[src/rtl/regbank_alias.sv]
module regbank_alias #(
  parameter int unsigned NUM_REGS = 4,
  parameter int unsigned ADDR_W   = 8,
  parameter logic [NUM_REGS*32-1:0] RO_MASK = 128'h0000_0000_FF00_0000_0000_0000_8000_0001
) (
  input  logic                     clk,
  input  logic                     rst,
  input  logic [ADDR_W-1:0]        addr,
  input  logic                     wr_en,
  input  logic [31:0]              wr_data,
  input  logic                     rd_en,
  output logic [31:0]              rd_data,
  output logic [NUM_REGS*32-1:0]   regs_out
);
  localparam int unsigned SLOT_W = ADDR_W - 4;
  localparam int unsigned IDX_W  = (NUM_REGS > 1) ? $clog2(NUM_REGS) : 1;

  logic [SLOT_W-1:0] slot;
  logic [1:0]        mode;
  logic              mapped;
  logic [31:0]       regs [NUM_REGS];

  assign slot   = addr[ADDR_W-1:4];
  assign mode   = addr[3:2];
  assign mapped = 32'(slot) < 32'(NUM_REGS);

  function automatic logic [31:0] update(input logic [31:0] cur, input logic [31:0] d,
                                         input logic [1:0] m, input logic [31:0] ro);
    logic [31:0] nxt;
    case (m)
      2'd0:    nxt = d;
      2'd1:    nxt = cur | d;
      2'd2:    nxt = cur & ~d;
      default: nxt = cur ^ d;
    endcase
    return (cur & ro) | (nxt & ~ro);
  endfunction

  for (genvar i = 0; i < NUM_REGS; i++) begin : g_reg
    localparam logic [31:0] RO = RO_MASK[i*32 +: 32];
    always_ff @(posedge clk) begin
      if (rst)
        regs[i] <= '0;
      else if (wr_en && mapped && 32'(slot) == i)
        regs[i] <= update(regs[i], wr_data, mode, RO);
    end
    assign regs_out[i*32 +: 32] = regs[i];
  end

  logic [IDX_W-1:0] ridx;
  assign ridx    = IDX_W'(slot);
  assign rd_data = (rd_en && mapped) ? regs[ridx] : '0;
endmodule

[config.mk]
export PLATFORM = sky130hd
export DESIGN_NAME = regbank_alias
export DESIGN_NICKNAME = d
export VERILOG_FILES = /design/src/rtl/regbank_alias.sv
export SDC_FILE = /design/constraint.sdc
export NUM_CORES = 1
export LEC_CHECK = 0
export ABC_AREA = 1
export BUFFER_PORTS_ARGS = -buffer_cell sky130_fd_sc_hd__buf_2
export CORE_MARGIN = 2
export CORE_UTILIZATION = 40
export CTS_BUF_LIST = sky130_fd_sc_hd__clkbuf_8 sky130_fd_sc_hd__clkbuf_16
export DETAILED_ROUTE_END_ITERATION = 6
export PLACE_DENSITY = 0.64
export SKIP_LAST_GASP = 1
export SYNTH_ARGS = -nofsm -noshare
export SYNTH_HDL_FRONTEND = slang
export SYNTH_SLANG_ARGS = --single-unit
[constraint.sdc]
create_clock -name clk -period 4.3 [get_ports clk]
set_clock_uncertainty 0.1 [all_clocks]
set_input_delay 0.215 -clock clk [delete_from_list [all_inputs] [get_ports clk]]
set_output_delay 0.215 -clock clk [all_outputs]
set_load 0.01 [all_outputs]
==> results_tabular.tex <==
\begin{tabular}{lr}
\hline
Metric & Value \\
\hline
\multicolumn{2}{l}{\textbf{Worst setup path}} \\
Beginning of the critical path & addr[5] \\
Launch instance of the worst register-to-register path & regs[0][5] \\
Worst path slowest cell & sky130\_fd\_sc\_hd\_\_nor2\_2 \\
Critical path launch point type & primary input \\
CP endpoint kind & output pin \\
Critical-path cell list & buf\_2 -> inv\_1 -> nor2\_2 -> buf\_4 -> nand2\_1 -> nand2\_1 -> nor2\_1 -> nor2\_1 -> buf\_2 \\
Req. time, crit path & about 4.0 ns \\
Arrival time worst endpoint & 1.98 ns \\
Delay of the slowest cell on the worst path & between 0.5 and 0.6 ns \\
Family with the most delay on the worst path & simple AND/OR/NAND/NOR gates \\
Crit Path Category & in2out \\
Crit Path Max Fanout & 14 \\
Buffering stage count on the worst path with inverters included & 4 \\
\multicolumn{2}{l}{\textbf{STA}} \\
Setup repair after global routing missed its margin & no \\
Setup\_tns & 0 ns \\
Final setup violation count & 0 \\
Count of endpoints failing hold in the final timing report & 0 \\
Worst Tran Pin Value & 0.971 ns \\
Max-Slew Margin vs Limit & a little over a third \\
Final critical delay including setup and external delays & between 2 and 2.5 ns \\
Maximum frequency from static timing analysis & roughly 0.44 GHz \\
Fraction of the cycle the final worst path needs & between 50\% and 60\% \\
Max-slew violations & 0 \\
\multicolumn{2}{l}{\textbf{Clock tree}} \\
Clock sinks & between 100 and 150 \\
Clock edge transition at the registers on the reported setup and hold paths & approximately 0.060 ns \\
Clock latency of the later-clocked register in the worst-skew pair & 0.42 ns \\
CTS hold repair buffers & 0 \\
TritonCTS Buffers & 17 \\
Max Buffers Root-to-Sink & 2 \\
Setup Buffers After CTS & 0 \\
Total number of H-tree levels & 4 \\
Quantity of gates resized following cts & 0 \\
CTS tree & yes \\
Clock tree root buffer cell & sky130\_fd\_sc\_hd\_\_clkbuf\_16 \\
\multicolumn{2}{l}{\textbf{Synthesis}} \\
Post-Synthesis Cell Area & between 10000 and 15000 um\^{}2 \\
Sequential share of the synthesized area & between 20 and 30\% \\
Adder-cell share of the synthesized area & a little under a quarter \\
Proportion of register bits with asynchronous set or reset after synthesis & 0\% \\
Simple-gate share of the synthesized area & between 30 and 40\% \\
Post-synthesis sequential element count & 118 \\
Count of mapped cells out of synthesis & between 1500 and 2000 \\
Total number of yosys warnings & 0 \\
Predominant post-synthesis flop cell & sky130\_fd\_sc\_hd\_\_edfxtp\_1 \\
Mux cell area share after synthesis & 0\% \\
Number of synthesized flops with an enable pin & about 120 \\
Xor and xnor fraction of the mapped netlist area & 0\% \\
Largest family of logic cells by synthesized area & simple AND/OR/NAND/NOR gates \\
Synth cell types & 21 \\
Syn\_area\_per\_cell & about 7.1 um\^{}2 \\
Complex-gate fraction of the synthesized area & 4.87\% \\
\multicolumn{2}{l}{\textbf{Floorplan}} \\
Area of the placeable core & 31600 um\^{}2 \\
Total Die Area & 33500 um\^{}2 \\
Initial core utilization & between 40\% and 50\% \\
Chip Width & 183 um \\
Site row count & 65 \\
Io pins & 204 \\
Die span in y & about 180 um \\
\multicolumn{2}{l}{\textbf{Layout}} \\
Count of filler cells inserted in the layout & between 3000 and 4000 \\
\# nets final & roughly 2200 \\
Fraction of final layout cells sized beyond drive strength 1 & $\sim$17\% \\
Registers with the highest flip-flop counts & regs (118) \\
Max FFs per register & roughly 120 \\
Commonest non-fill, non-tap cell in the layout & sky130\_fd\_sc\_hd\_\_nand2\_1 \\
Largest Register & regs \\
Layout overhead on the synthesized area & 14.5\% \\
Most frequent cells in the layout & sky130\_fd\_sc\_hd\_\_nand2\_1, sky130\_fd\_sc\_hd\_\_nor2\_1, sky130\_fd\_sc\_hd\_\_inv\_1 \\
Design area & between 10000 and 15000 um\^{}2 \\
Final cell count without fillers & between 2000 and 2500 \\
\multicolumn{2}{l}{\textbf{Drt}} \\
\# DRC & 0 \\
Final wirelength & approximately 39 mm \\
Remaining antenna violation count & 0 \\
Vias after detailed routing & 11900 \\
Wire per inst & between 15 and 20 um \\
Via count normalized by instance count & 5.06 \\
Initial detailed-routing violation count & between 800 and 900 \\
Router iterations before antenna repair & 5 \\
\multicolumn{2}{l}{\textbf{GRT}} \\
Global-route track usage on met3 & between 3 and 4\% \\
Maximum number of pins on one net before global-route repair & 75 \\
GRT met2 Usage & about two fifths \\
Met1 Usage GRT & about a third \\
Number of antenna violations at the first check in global routing & 0 \\
Number of global-route vias before repair & $\sim$11000 \\
Global-route wire length before repair & around 60 mm \\
Global-route congestion overflow total & 0 \\
Peak-usage layer in the global routing report & met2 \\
Total global routing track utilization & between 20\% and 30\% \\
\multicolumn{2}{l}{\textbf{Place}} \\
Placer Congestion & 0.799 \\
Placed Cells incl. Taps & $\sim$2300 \\
Number of port buffers & roughly 190 \\
Half-perimeter wire length after placement & 24.8 mm \\
Dpl cell area & approximately 14000 um\^{}2 \\
\multicolumn{2}{l}{\textbf{Min path}} \\
Class of the tightest hold or removal check & in2reg \\
Startpoint of the tightest hold check path & wr\_data[31] \\
\multicolumn{2}{l}{\textbf{Power}} \\
IR drop worst, VDD & roughly 0.27 mV \\
Power Dens Cells & between 200 and 250 nW/um\^{}2 \\
Leakage Power & about 0.0076 uW \\
\multicolumn{2}{l}{\textbf{Status}} \\
Run status & completed \\
\multicolumn{2}{l}{\textbf{Flow run}} \\
Max-capacitance violation count & 0 \\
\hline
\end{tabular}
worst paths after layout:
kind / end / slack [ns] / cells past startpoint
setup / recovery: rd_data[17] / 2.01 / 9
hold / removal: regs[1][31] / 0.15 / 5
setup reg to reg: regs[0][5] / 2.73 / 5
hold reg to reg: regs[1][4] / 0.75 / 5
report_power, final:
part           leakage, uW  internal (uW)  switching, uW
logic              0.00610            249            502
clock network     0.000281            903            594
registers          0.00122           1320           61.2
total              0.00760           2470           1160
synth_stat cells, drive strengths merged, types with 2 or more instances:
| cell | instances | area [um^2] |
|---|---|---|
| o21ai | 68 | 340 |
| edfxtp | 118 | 3540 |
| nand2 | 377 | 1420 |
| ha | 236 | 2950 |
| inv | 240 | 901 |
| or2 | 119 | 744 |
| nor2 | 291 | 1100 |
| nand3 | 199 | 996 |
| clkbuf | 33 | 124 |
| buf | 71 | 390 |
| o21a | 37 | 278 |
| clkinv | 2 | 7.51 |
metal layers:
layer / vias up / share of wire (%) / routed length [um]
met5: - / 0 / 0
met4: 0 / 2.6 / 1010
met3: 62 / 6.3 / 2460
met2: 409 / 46 / 18100
met1: 5542 / 45 / 17500
li1: 5885 / - / -
through the flow:
stage	total power, uW	setup slack (ns)	utilization [%]	hold WS [ns]
after global routing	3810	1.99	46.5	0.196
after CTS	3660	2.01	46.5	0.124
after detailed placement	2150	1.70	44.6	0.597
final	3630	2.01	46.5	0.148
after global placement	2130	1.76	44.6	0.561
after floorplan	1890	0.834	-	0.431
layout make-up:
| type | instances | area [um^2] | area share, % |
|---|---|---|---|
| multi-input cells | 1338 | 7940 | 54.2 |
| flip-flops and latches | 118 | 3540 | 24.2 |
| repair buffers | 218 | 1170 | 8.00 |
| inverters | 242 | 912 | 6.22 |
| well taps | 402 | 503 | 3.43 |
| clock buffers | 17 | 425 | 2.90 |
| clock inverters | 15 | 164 | 1.12 |
| diodes | 1 | 2.50 | 0.0171 |
worst register-to-register path: cells and delay by family (launching register included):
kind                     cells  cell delay (ns)
flip-flops                   1             0.49
AND/OR/NAND/NOR              3             0.42
adder cells (fa/ha/maj)      1             0.22
buffers and inverters        1             0.10
kinds of logic after synthesis:
family / after synthesis
AOI/OAI and AO/OA: 106
other: 1
buffers and inverters: 346
DFF: 118
adders and majority gates: 236
and+or+nand+nor: 986
Power figures use the tool's default switching activity.
